==> config.mk <==
export PLATFORM = sky130hd
export DESIGN_NAME = seq_restoring_divider
export DESIGN_NICKNAME = d
export VERILOG_FILES = /design/src/rtl/div_pkg.sv /design/src/rtl/div_operand_prep.sv /design/src/rtl/div_ctrl.sv /design/src/rtl/div_step_core.sv /design/src/rtl/div_sign_fix.sv /design/src/rtl/seq_restoring_divider.sv
export SDC_FILE = /design/constraint.sdc
export NUM_CORES = 1
export LEC_CHECK = 0
export BUFFER_PORTS_ARGS = -buffer_cell sky130_fd_sc_hd__buf_2
export CAP_MARGIN = 20
export CORE_ASPECT_RATIO = 1.75
export CORE_MARGIN = 1
export CORE_UTILIZATION = 40
export DETAILED_ROUTE_END_ITERATION = 16
export PLACE_DENSITY_LB_ADDON = 0.25
export SLEW_MARGIN = 20
export SYNTH_ARGS = -nofsm -noshare
export SYNTH_HDL_FRONTEND = slang
export SYNTH_SLANG_ARGS = --single-unit
==> constraint.sdc <==
create_clock -name clk -period 6.9 [get_ports clk]
set_input_delay 1.38 -clock clk [delete_from_list [all_inputs] [get_ports clk]]
set_output_delay 1.38 -clock clk [all_outputs]
set_load 0.02 [all_outputs]
==> src/rtl/div_pkg.sv <==
// Package: shared types for the sequential restoring divider.
// Assumes: nothing beyond IEEE 1800-2017 synthesizable types.
package div_pkg;

    // Controller phases: waiting, iterating, publishing the result.
    typedef enum logic [1:0] {
        ST_IDLE = 2'd0,
        ST_RUN  = 2'd1,
        ST_FIN  = 2'd2
    } div_state_t;

endpackage

==> src/rtl/div_operand_prep.sv <==
// Module: div_operand_prep
// Turns raw operands into magnitudes and sign-correction flags.
// Assumes: purely combinational; the caller samples the outputs on load.
module div_operand_prep #(
    parameter int W = 32
) (
    input  logic [W-1:0] a_raw,
    input  logic [W-1:0] b_raw,
    input  logic         signed_mode,
    output logic [W-1:0] a_mag,
    output logic [W-1:0] b_mag,
    output logic         q_neg,
    output logic         r_neg,
    output logic         b_zero
);

    logic a_is_neg;
    logic b_is_neg;

    // Sign detection applies only when the operands are two's complement.
    always_comb begin
        a_is_neg = signed_mode & a_raw[W-1];
        b_is_neg = signed_mode & b_raw[W-1];
    end

    // Magnitudes: negate negative operands; the most negative value maps to 2^(W-1).
    always_comb begin
        a_mag = a_is_neg ? (~a_raw + W'(1)) : a_raw;
        b_mag = b_is_neg ? (~b_raw + W'(1)) : b_raw;
    end

    // Correction flags used after the last iteration.
    always_comb begin
        q_neg  = a_is_neg ^ b_is_neg;
        r_neg  = a_is_neg;
        b_zero = (b_raw == '0);
    end

    // a magnitude never has its top bit set unless it is the most negative value.
    always_comb begin
        if (a_is_neg && a_raw != {1'b1, {(W-1){1'b0}}}) begin
            a_r5_mag_positive: assert (a_mag[W-1] == 1'b0);
        end
    end

endmodule

==> src/rtl/div_ctrl.sv <==
// Module: div_ctrl
// Sequences one division: a load cycle, W+1 iteration cycles and one publish cycle.
// Assumes: start is ignored outside the idle phase.
module div_ctrl
    import div_pkg::*;
#(
    parameter int W = 32
) (
    input  logic clk,
    input  logic rst_n,
    input  logic start,
    output logic load,
    output logic step,
    output logic finish,
    output logic busy
);

    localparam int ITER = W + 1;
    localparam int CW   = $clog2(ITER);

    div_state_t    state;
    logic [CW-1:0] cnt;

    // Phase register and iteration counter.
    always_ff @(posedge clk) begin
        if (!rst_n) begin
            state <= ST_IDLE;
            cnt   <= '0;
        end else begin
            case (state)
                ST_IDLE: begin
                    if (start) begin
                        state <= ST_RUN;
                        cnt   <= '0;
                    end
                end
                ST_RUN: begin
                    if (cnt == CW'(ITER - 1)) begin
                        state <= ST_FIN;
                    end else begin
                        cnt <= cnt + CW'(1);
                    end
                end
                ST_FIN:  state <= ST_IDLE;
                default: state <= ST_IDLE;
            endcase
        end
    end

    // Strobes derived from the phase.
    always_comb begin
        load   = (state == ST_IDLE) && start;
        step   = (state == ST_RUN);
        finish = (state == ST_FIN);
        busy   = (state != ST_IDLE);
    end

    // the publish cycle is always preceded by an iteration cycle.
    a_r3_fin_after_run: assert property (@(posedge clk) disable iff (!rst_n)
        finish |-> $past(step));

    // publishing lasts one cycle and returns to idle.
    a_r3_fin_single: assert property (@(posedge clk) disable iff (!rst_n)
        finish |=> (!finish && !busy));

    // an accepted start begins iterating from the first count.
    a_r2_load_to_run: assert property (@(posedge clk) disable iff (!rst_n)
        load |=> (step && cnt == '0));

    // the counter never passes the last iteration.
    a_r3_cnt_bound: assert property (@(posedge clk) disable iff (!rst_n)
        step |-> (cnt <= CW'(ITER - 1)));

endmodule

==> src/rtl/div_step_core.sv <==
// Module: div_step_core
// Restoring magnitude datapath: one trial subtraction and one quotient bit per step.
// Assumes: load and step are never high together; operands are magnitudes.
module div_step_core #(
    parameter int W = 32
) (
    input  logic         clk,
    input  logic         rst_n,
    input  logic         load,
    input  logic         step,
    input  logic         finish,
    input  logic [W-1:0] dividend_mag,
    input  logic [W-1:0] divisor_mag,
    output logic [W-1:0] quot_mag,
    output logic [W-1:0] rem_mag
);

    localparam int DW = 2 * W;

    logic [DW-1:0] rem_q;
    logic [DW-1:0] dvs_q;
    logic [W-1:0]  quo_q;
    logic [DW:0]   trial;
    logic          trial_neg;
    logic [W-1:0]  chk_dividend;
    logic [W-1:0]  chk_divisor;

    // Trial subtraction with one guard bit to expose the sign.
    always_comb begin
        trial     = {1'b0, rem_q} - {1'b0, dvs_q};
        trial_neg = trial[DW];
    end

    // Remainder, divisor and quotient registers.
    always_ff @(posedge clk) begin
        if (!rst_n) begin
            rem_q <= '0;
            dvs_q <= '0;
            quo_q <= '0;
        end else if (load) begin
            rem_q <= {{W{1'b0}}, dividend_mag};
            dvs_q <= {divisor_mag, {W{1'b0}}};
            quo_q <= '0;
        end else if (step) begin
            if (!trial_neg) begin
                rem_q <= trial[DW-1:0];
            end
            quo_q <= {quo_q[W-2:0], ~trial_neg};
            dvs_q <= {1'b0, dvs_q[DW-1:1]};
        end
    end

    // Copies of the loaded operands, kept only for the checks below.
    always_ff @(posedge clk) begin
        if (!rst_n) begin
            chk_dividend <= '0;
            chk_divisor  <= '0;
        end else if (load) begin
            chk_dividend <= dividend_mag;
            chk_divisor  <= divisor_mag;
        end
    end

    // Magnitude results.
    always_comb begin
        quot_mag = quo_q;
        rem_mag  = rem_q[W-1:0];
    end

    // magnitudes satisfy quotient*divisor + remainder = dividend.
    a_r4_identity: assert property (@(posedge clk) disable iff (!rst_n)
        (finish && chk_divisor != '0) |->
        (DW'(quo_q) * DW'(chk_divisor) + rem_q == DW'(chk_dividend)));

    // the magnitude remainder is below the divisor.
    a_r6_rem_below: assert property (@(posedge clk) disable iff (!rst_n)
        (finish && chk_divisor != '0) |-> (rem_q[W-1:0] < chk_divisor));

    // the remainder never grows past single width.
    a_r4_rem_upper_clear: assert property (@(posedge clk) disable iff (!rst_n)
        finish |-> (rem_q[DW-1:W] == '0));

endmodule

==> src/rtl/div_sign_fix.sv <==
// Module: div_sign_fix
// Holds the sign flags of a run and publishes corrected results on finish.
// Assumes: flags arrive with load; magnitudes are final in the finish cycle.
module div_sign_fix #(
    parameter int W = 32
) (
    input  logic         clk,
    input  logic         rst_n,
    input  logic         load,
    input  logic         finish,
    input  logic [W-1:0] a_raw,
    input  logic         signed_mode,
    input  logic         q_neg,
    input  logic         r_neg,
    input  logic         b_zero,
    input  logic [W-1:0] quot_mag,
    input  logic [W-1:0] rem_mag,
    output logic [W-1:0] hi,
    output logic [W-1:0] lo,
    output logic         done
);

    logic [W-1:0] a_hold;
    logic         sm_hold;
    logic         qn_hold;
    logic         rn_hold;
    logic         bz_hold;

    // Per-run context captured when a start is accepted.
    always_ff @(posedge clk) begin
        if (!rst_n) begin
            a_hold  <= '0;
            sm_hold <= 1'b0;
            qn_hold <= 1'b0;
            rn_hold <= 1'b0;
            bz_hold <= 1'b0;
        end else if (load) begin
            a_hold  <= a_raw;
            sm_hold <= signed_mode;
            qn_hold <= q_neg;
            rn_hold <= r_neg;
            bz_hold <= b_zero;
        end
    end

    // Result registers and completion pulse.
    always_ff @(posedge clk) begin
        if (!rst_n) begin
            hi   <= '0;
            lo   <= '0;
            done <= 1'b0;
        end else begin
            done <= finish;
            if (finish) begin
                if (bz_hold) begin
                    lo <= '1;
                    hi <= a_hold;
                end else begin
                    lo <= qn_hold ? (~quot_mag + W'(1)) : quot_mag;
                    hi <= rn_hold ? (~rem_mag + W'(1)) : rem_mag;
                end
            end
        end
    end

    // a zero divisor yields all ones and the dividend.
    a_r7_div_zero: assert property (@(posedge clk) disable iff (!rst_n)
        (finish && bz_hold) |=> (lo == '1 && hi == a_hold));

    // a nonzero signed remainder carries the dividend's sign.
    a_r6_rem_sign: assert property (@(posedge clk) disable iff (!rst_n)
        (done && sm_hold && !bz_hold && hi != '0) |-> (hi[W-1] == a_hold[W-1]));

    // outputs move only on the publish edge.
    a_r9_hold: assert property (@(posedge clk) disable iff (!rst_n)
        !finish |=> ($stable(hi) && $stable(lo)));

    // done is a single-cycle pulse.
    a_r3_done_pulse: assert property (@(posedge clk) disable iff (!rst_n)
        done |=> !done);

endmodule

==> src/rtl/seq_restoring_divider.sv <==
// Module: seq_restoring_divider (top)
// Iterative restoring divider, quotient on lo and remainder on hi, start/busy/done.
// Assumes: operands and mode are valid in the cycle start is raised.
module seq_restoring_divider #(
    parameter int W = 32
) (
    input  logic         clk,
    input  logic         rst_n,
    input  logic         start,
    input  logic         signed_mode,
    input  logic [W-1:0] dividend,
    input  logic [W-1:0] divisor,
    output logic         busy,
    output logic         done,
    output logic [W-1:0] hi,
    output logic [W-1:0] lo
);

    logic         load;
    logic         step;
    logic         finish;
    logic [W-1:0] a_mag;
    logic [W-1:0] b_mag;
    logic         q_neg;
    logic         r_neg;
    logic         b_zero;
    logic [W-1:0] quot_mag;
    logic [W-1:0] rem_mag;

    div_ctrl #(.W(W)) u_ctrl (
        .clk    (clk),
        .rst_n  (rst_n),
        .start  (start),
        .load   (load),
        .step   (step),
        .finish (finish),
        .busy   (busy)
    );

    div_operand_prep #(.W(W)) u_prep (
        .a_raw       (dividend),
        .b_raw       (divisor),
        .signed_mode (signed_mode),
        .a_mag       (a_mag),
        .b_mag       (b_mag),
        .q_neg       (q_neg),
        .r_neg       (r_neg),
        .b_zero      (b_zero)
    );

    div_step_core #(.W(W)) u_core (
        .clk          (clk),
        .rst_n        (rst_n),
        .load         (load),
        .step         (step),
        .finish       (finish),
        .dividend_mag (a_mag),
        .divisor_mag  (b_mag),
        .quot_mag     (quot_mag),
        .rem_mag      (rem_mag)
    );

    div_sign_fix #(.W(W)) u_fix (
        .clk         (clk),
        .rst_n       (rst_n),
        .load        (load),
        .finish      (finish),
        .a_raw       (dividend),
        .signed_mode (signed_mode),
        .q_neg       (q_neg),
        .r_neg       (r_neg),
        .b_zero      (b_zero),
        .quot_mag    (quot_mag),
        .rem_mag     (rem_mag),
        .hi          (hi),
        .lo          (lo),
        .done        (done)
    );

    // busy and done never overlap.
    a_r2_busy_done_excl: assert property (@(posedge clk) disable iff (!rst_n)
        done |-> !busy);

endmodule

==> qor.txt, run 1 <==
grt peak-use layer -> met2
n_diodes -> 0
placed instance count -> 2817
IO buf count -> 133
crit-path cells -> inv_1 > ha_1 > fa_1 > nand2b_1 > a21oi_2 > o21ai_2 > o21a_4 > o21ai_4 > a41oi_4 > o311a_4 > nor2_4 > buf_4 > nor2_1 > o311a_1
vias per std cell -> 5.594
Max clock buf depth -> 3
Mapped Nets -> 2407
hold crit path type -> flip-flop to flip-flop
share of layout cells above drive strength 1 -> 0.1005
CP required -> 7350 ps
Core Rows -> 98
met2 Use GR -> 0.4572
Antenna Nets Post-Route -> 0
Async SR Flop Fraction -> 0
DRC viols -> 0
R2R depth -> 14
Overflow after GRT -> 0
via count of the first global-routing pass -> 15680
first-pass GRT wire length -> 81.25 mm
worst setup path class -> flip-flop to flip-flop
CTS sink count -> 268
routed wire length -> 51.96 mm
Starting DRT DRC Count -> 968
clk_skew -> 25.85 ps
Final #Nets -> 2436
Yosys top cell area share -> 0.3197
slowest stage delay, CP -> 530 ps
area occupied by multi-input gates -> 10500 um^2
synth top area cells -> dfxtp_1 (32%), nand2_1 (11%), a21oi_1 (6.6%)
worst endpoint data arrival time -> 4800 ps
clock-pin slew on the worst setup and hold paths -> 60 ps
Reg area -> 5368 um^2
die span in x -> 156.8 um
Slew @ Worst Pin -> 1162 ps
Hold Fails Final Rpt -> 0
Cell variety after synth -> 81
antenna violations before repair -> 0
Synth area leader -> dfxtp_1
initial core utilization -> 0.4085
routed len/inst -> 18.12 um
IO Count -> 134
Worst Hold Depth -> 2
register area share after synthesis -> 0.3197
max cap viols -> 0
Post-synth EDFFs -> 0
Die H -> 272.9 um
# hold bufs at CTS -> 0
top_reg_cell synth -> dfxtp_1
Rel. slew slack -> 0.2180
Final period util -> 0.6313
area of the core -> 41080 um^2
worst skew pair latency -> 570 ps
detailed-route via count -> 16040
syn_area_per_cell -> 7.399 um^2
synthesized area -> 16780 um^2
post-cts resize count -> 0
Leakage Power -> 7.348 nW
crit path capture type -> flip-flop
Tot GR Track Use -> 0.2416
commonest non-fill, non-tap cell in the layout -> nand2_1
Max stage delay cell, worst path -> nor2_4
fmax -> 229.6 MHz
total negative setup slack -> 0 ps
met1 GRT Util -> 0.2301
Syn. warnings -> 0
met3 GRT Util -> 0.02363
die area -> 42800 um^2
Tmin final -> 4356 ps
Post-CTS Setup Bufs -> 0
H-tree Lvls -> 1
CP startpoint kind -> flip-flop
Non-Filler Instances -> 2868
synth-to-layout area growth -> 11.70%
worst-path fanout max -> 42
Routability Congestion -> 0.9511
DP Wirelength -> 38.22 mm
Synth Register Bits -> 268
Fillers -> 4155
peak supply drop -> 143.8 uV
status -> finished, final reports clean
TritonCTS clock tree -> yes
RSZ-0062 raised after global routing -> no
root buf cell -> clkbuf_16
final setup vio count -> 0
Pins Over Slew Limit -> 0
Power Density -> 227.6 nW/um^2
pin count of the biggest net entering global routing -> 89
Num CTS Buffers -> 28
Post-Synthesis Cells -> 2268
commonest non-fill, non-tap cells in the layout -> nand2_1 (482), dfxtp_1 (266), a21oi_1 (222)
DR pass1 iterations -> 7
==> state kept, by name, indices dropped and copies added, names as in the netlist, 2 cells and up <==
register,cells
u_ctrl.cnt,6
u_core.rem_q,64
u_core.quot_mag,32
u_core.dvs_q,64
u_fix.lo,32
u_fix.a_hold,32
u_fix.hi,32
u_ctrl.state,2
==> metrics by stage <==
step	setup slack, ps	util	hold slack, ps	instance area, um^2	total power [mW]
final	2544	0.4563	455.3	18740	4.267
after global routing	2335	0.4563	472.0	18740	4.455
after CTS	2516	0.4563	458.1	18740	4.299
after detailed placement	2536	0.4315	449.4	17720	2.628
after global placement	2613	0.4307	443.2	17690	2.619
after floorplan	3294	-	435.6	16780	2.342
==> cells in the mapped netlist (35+ instances only) <==
library cell and count:
a21boi_0 74, a21o_1 35, a21oi_1 222, a31oi_1 36, clkbuf_1 120, dfxtp_1 268
ha_1 70, inv_1 100, nand2_1 484, nor2_1 72, o21ai_0 193, xnor2_1 68
xor2_1 107
==> critical path: cells and delay by family (launching register included) <==
family                     cells  cell delay [ps]
adders and majority gates      2              650
and+or+nand+nor                3              810
DFF                            1              350
AOI/OAI and AO/OA              7             1760
buffers and inverters          2              620
==> logic make-up (layout without fill, tap and decap cells) <==
family | count (synthesis) | in the layout | share of synthesized area
xor+xnor | 175 | 175 | 0.09134
fa+ha+maj | 71 | 71 | 0.05339
simple gates | 785 | 785 | 0.2109
mux | 6 | 6 | 0.003579
compound gates | 715 | 715 | 0.2636
buf+inv | 248 | 298 | 0.05749
flops | 268 | 268 | 0.3197
==> where the power goes <==
group          internal [mW]  switching, mW
sequential              1.59         0.0628
clock                   1.00          0.659
combinational          0.343          0.605
total                   2.94           1.33
==> routing by layer <==
layer | part of all wire | routed length (um)
met5 | 0 | 0
met1 | 0.35 | 18280
met3 | 0.031 | 1621
met4 | 0.087 | 4535
met2 | 0.53 | 27520
==> area by class of cell <==
cell class | count | share of cell area
Multi-Input combinational cell | 1752 | 0.5603
Sequential cell | 268 | 0.2864
Clock buffer | 39 | 0.04499
Timing Repair Buffer | 147 | 0.04232
Tap cell | 550 | 0.03672
Inverter | 100 | 0.02003
Clock inverter | 12 | 0.009279
==> worst paths after layout <==
check	from	end	slack (ps)
setup / recovery	u_core.rem_q[0]	u_core.rem_q[1]	2540
setup reg to reg	u_core.rem_q[0]	u_core.rem_q[1]	2540
hold / removal	u_core.rem_q[42]	u_core.rem_q[42]	460
hold reg to reg	u_core.rem_q[42]	u_core.rem_q[42]	460
(Power assumes the default switching activity.)
==> run 2: changes to the inputs <==
ABC_AREA = 1   (was unset)
clock period = 4.1 ns   (was 6.9 ns; I/O delays follow)
==> qor.txt, run 2 <==
Most common cell on crit path -> nand2_1
synthesized area -> 19510 um^2 (+16%)
Reg area -> 5365 um^2 (about the same)
Post-CTS Setup Bufs -> 0 (unchanged)
Post-synth top cells -> nand2_1 (1070), inv_1 (536), nor2_1 (374), dfxtp_1 (268), a21oi_1 (251)
fin area -> 21590 um^2 (+15%)
# hold bufs at CTS -> 0 (unchanged)
H-tree Lvls -> 1 (unchanged)
combinational share of power -> 0.365 (+0.143)
RSZ-0062 raised after global routing -> no
Placed Area -> 20730 um^2 (+17%)
WP depth -> 17 (+3)
Post-Synthesis Cells -> 3346 (+48%)
final setup vio count -> 0 (unchanged)
NetSw -> 3.407 mW (+160%)
max cap viols -> 0 (unchanged)
Max stage delay cell, worst path -> dfxtp_1
commonest non-fill, non-tap cell in the layout -> nand2_1
P_int -> 4.928 mW (+68%)
Power Density -> 386.1 nW/um^2 (+70%)
worst setup path class -> flip-flop to flip-flop
Top delay family on crit path -> simple AND/OR/NAND/NOR gates
hold crit path type -> flip-flop to flip-flop
Hold Fails Final Rpt -> 0 (unchanged)
Synth area leader -> dfxtp_1
Starting DRT DRC Count -> 1316 (+36%)
Max clock buf depth -> 3 (unchanged)
synth top area cells -> dfxtp_1 (27%), nand2_1 (21%), inv_1 (10%)
Overflow after GRT -> 0 (unchanged)
vias per std cell -> 5.113 (-8.6%)
clk_skew -> 24.76 ps (-1.089 ps)
total negative setup slack -> 0 ps (unchanged)
Slew @ Worst Pin -> 846.4 ps (-315.9 ps)
DR pass1 iterations -> 6 (-1)
Leakage Power -> 10.98 nW (+49%)
via count of the first global-routing pass -> 19890 (+27%)
Final period util -> 0.7154 (+0.08412)
initial core utilization -> 0.4064 (-0.002082)
die span in x -> 169.0 um (+7.7%)
Routability Congestion -> 1.021 (+7.3%)
worst-path fanout max -> 4 (-90%)
CP startpoint kind -> flip-flop
Async SR Flop Fraction -> 0 (unchanged)
pin count of the biggest net entering global routing -> 73 (-18%)
status -> finished, final reports clean
Synth Register Bits -> 268 (unchanged)
DP Wirelength -> 55.27 mm (+45%)
Util after Layout -> 0.4497 (-0.006587)
commonest non-fill, non-tap cells in the layout -> nand2_1 (1069), inv_1 (535), nor2_1 (373)
TritonCTS clock tree -> yes
first-pass GRT wire length -> 107.4 mm (+32%)
IO Count -> 134 (unchanged)
crit-path cells -> inv_1 > ha_1 > fa_1 > inv_1 > nand3_1 > nand2_1 > nand2_1 > nand2_1 > nand2_1 > nand2_1 > nand2_1 > nand2_1 > nand2_1 > nand3_1 > nand2_1 > nor2_1 > nor2_1
Antenna Nets Post-Route -> 0 (unchanged)
worst skew pair latency -> 580 ps (about the same)
Cell variety after synth -> 55 (-32%)
Core Rows -> 106 (+8.2%)
Rel. slew slack -> 0.4351 (+0.2171)
slowest stage delay, CP -> 390 ps (-140 ps)
Seq pwr share -> 0.336 (-0.052)
Pins Over Slew Limit -> 0 (unchanged)
switching part of the total -> 0.4088 (+0.09778)
Syn. warnings -> 0 (unchanged)
routed wire length -> 69.63 mm (+34%)
Tmin final -> 2933 ps (-1423 ps)
share of layout cells above drive strength 1 -> 0.07603 (-0.02449)
CP required -> 4560 ps (-2790 ps)
Top Registers -> u_core.dvs_q x64, u_core.rem_q x64
Worst Hold Depth -> 2 (unchanged)
Clk pwr share -> 0.299 (-0.091)
peak supply drop -> 381.2 uV (+170%)
top_reg_cell synth -> dfxtp_1
Num CTS Buffers -> 26 (-7.1%)
count leader, synth -> nand2_1
IO buf count -> 133 (unchanged)
detailed-route via count -> 20930 (+30%)
root buf cell -> clkbuf_16
Die H -> 294.2 um (+7.8%)
syn_area_per_cell -> 5.832 um^2 (-21%)
synth-to-layout area growth -> 10.65%
post-cts resize count -> 0 (unchanged)
Yosys top cell area share -> 0.2750 (-0.04478)
n_diodes -> 0 (unchanged)
routed len/inst -> 17.01 um (-6.1%)
DRC viols -> 0 (unchanged)
area occupied by multi-input gates -> 11610 um^2 (+11%)
Tot GR Track Use -> 0.2780 (+0.03639)
CP bufs+invs -> 2 (unchanged)
crit path capture type -> flip-flop
register area share after synthesis -> 0.2750 (-0.04478)
area of the core -> 48010 um^2 (+17%)
worst endpoint data arrival time -> 3390 ps (-1410 ps)
clock-pin slew on the worst setup and hold paths -> 70 ps (about the same)
die area -> 49700 um^2 (+16%)
Post-synth EDFFs -> 0 (unchanged)
antenna violations before repair -> 2 (+2)
R2R depth -> 17 (+3)
Final #Nets -> 3566 (+46%)
CTS sink count -> 268 (unchanged)
fmax -> 340.9 MHz (+49%)
Mapped Nets -> 3485 (+45%)
Fillers -> 5404 (+30%)
## run 2: changes by cell type after synthesis, sizes merged, moves of 31 or more
cell    change
a21o       -34
xnor2      -60
nand3     +159
xor2       -77
and2       -33
a21oi      +31
nand2     +598
inv       +449
a21boi     -76
nor2      +313
clkbuf     -45
o22ai      +32
o21ai      -47
## run 2: cell families (layout without fill, tap and decap cells)
family | Yosys count | after routing | share of synthesized area
simple gates | 1773 | 1773 | 0.3760
buf+inv | 658 | 758 | 0.1309
compound gates | 538 | 538 | 0.1552
flops | 268 | 268 | 0.2750
fa+ha+maj | 71 | 71 | 0.04591
xor+xnor | 38 | 38 | 0.01706
## run 2: layout make-up
type / count / area share
Multi-Input combinational cell: 2420 / 0.5377
Sequential cell: 268 / 0.2485
Inverter: 552 / 0.09597
Timing Repair Buffer: 159 / 0.04045
Tap cell: 648 / 0.03755
Clock buffer: 36 / 0.03518
Clock inverter: 11 / 0.004694
## run 2: worst paths after layout
path,from,slack [ps],to
setup / recovery,u_core.rem_q[0],1170,u_core.rem_q[62]
hold / removal,u_fix.hi[6],460,u_fix.hi[6]
setup reg to reg,u_core.rem_q[0],1170,u_core.rem_q[62]
hold reg to reg,u_fix.hi[6],460,u_fix.hi[6]
## run 2: routing by layer
layer | GRT usage | share of wire | vias up | wire length (um)
met4 | 0.1508 | 0.055 | 4 | 3850
met2 | 0.5169 | 0.51 | 574 | 35300
met3 | 0.02730 | 0.045 | 168 | 3112
li1 | - | - | 10730 | -
met5 | 0 | 0.00023 | - | 16
met1 | 0.3064 | 0.39 | 9454 | 27360
## run 2: per-stage QoR
stage | std cells | total power, mW | setup WS (ps) | hold WS (ps)
3_3_place_gp | 4047 | 5.850 | 1159 | 435.4
5_1_grt | 4094 | 8.838 | 950.3 | 484.6
4_1_cts | 4094 | 8.356 | 1176 | 461.7
3_5_place_dp | 4047 | 5.847 | 1171 | 446.1
6_report | 4094 | 8.335 | 1167 | 462.4
2_1_floorplan | 3346 | 4.916 | 1790 | 423.0
## run 2: power by group through the flow
stage          Sequential (mW)  Combinational, mW  Clock (mW)
6_report                  2.80               3.04        2.49
5_1_grt                   2.81               3.38        2.65
4_1_cts                   2.80               3.00        2.55
3_5_place_dp              2.86               2.99           0
3_3_place_gp              2.86               2.99           0
2_1_floorplan             2.82               2.10           0
## run 2: worst reg2reg max path, cell delays in order, from the launching register on
cell,delay [ps]
dfxtp_1,390
inv_1,120
ha_1,250
fa_1,370
inv_1,140
nand3_1,80
nand2_1,170
nand2_1,70
nand2_1,190
nand2_1,110
nand2_1,130
nand2_1,100
nand2_1,130
nand2_1,200
nand3_1,130
nand2_1,80
nor2_1,90
nor2_1,50
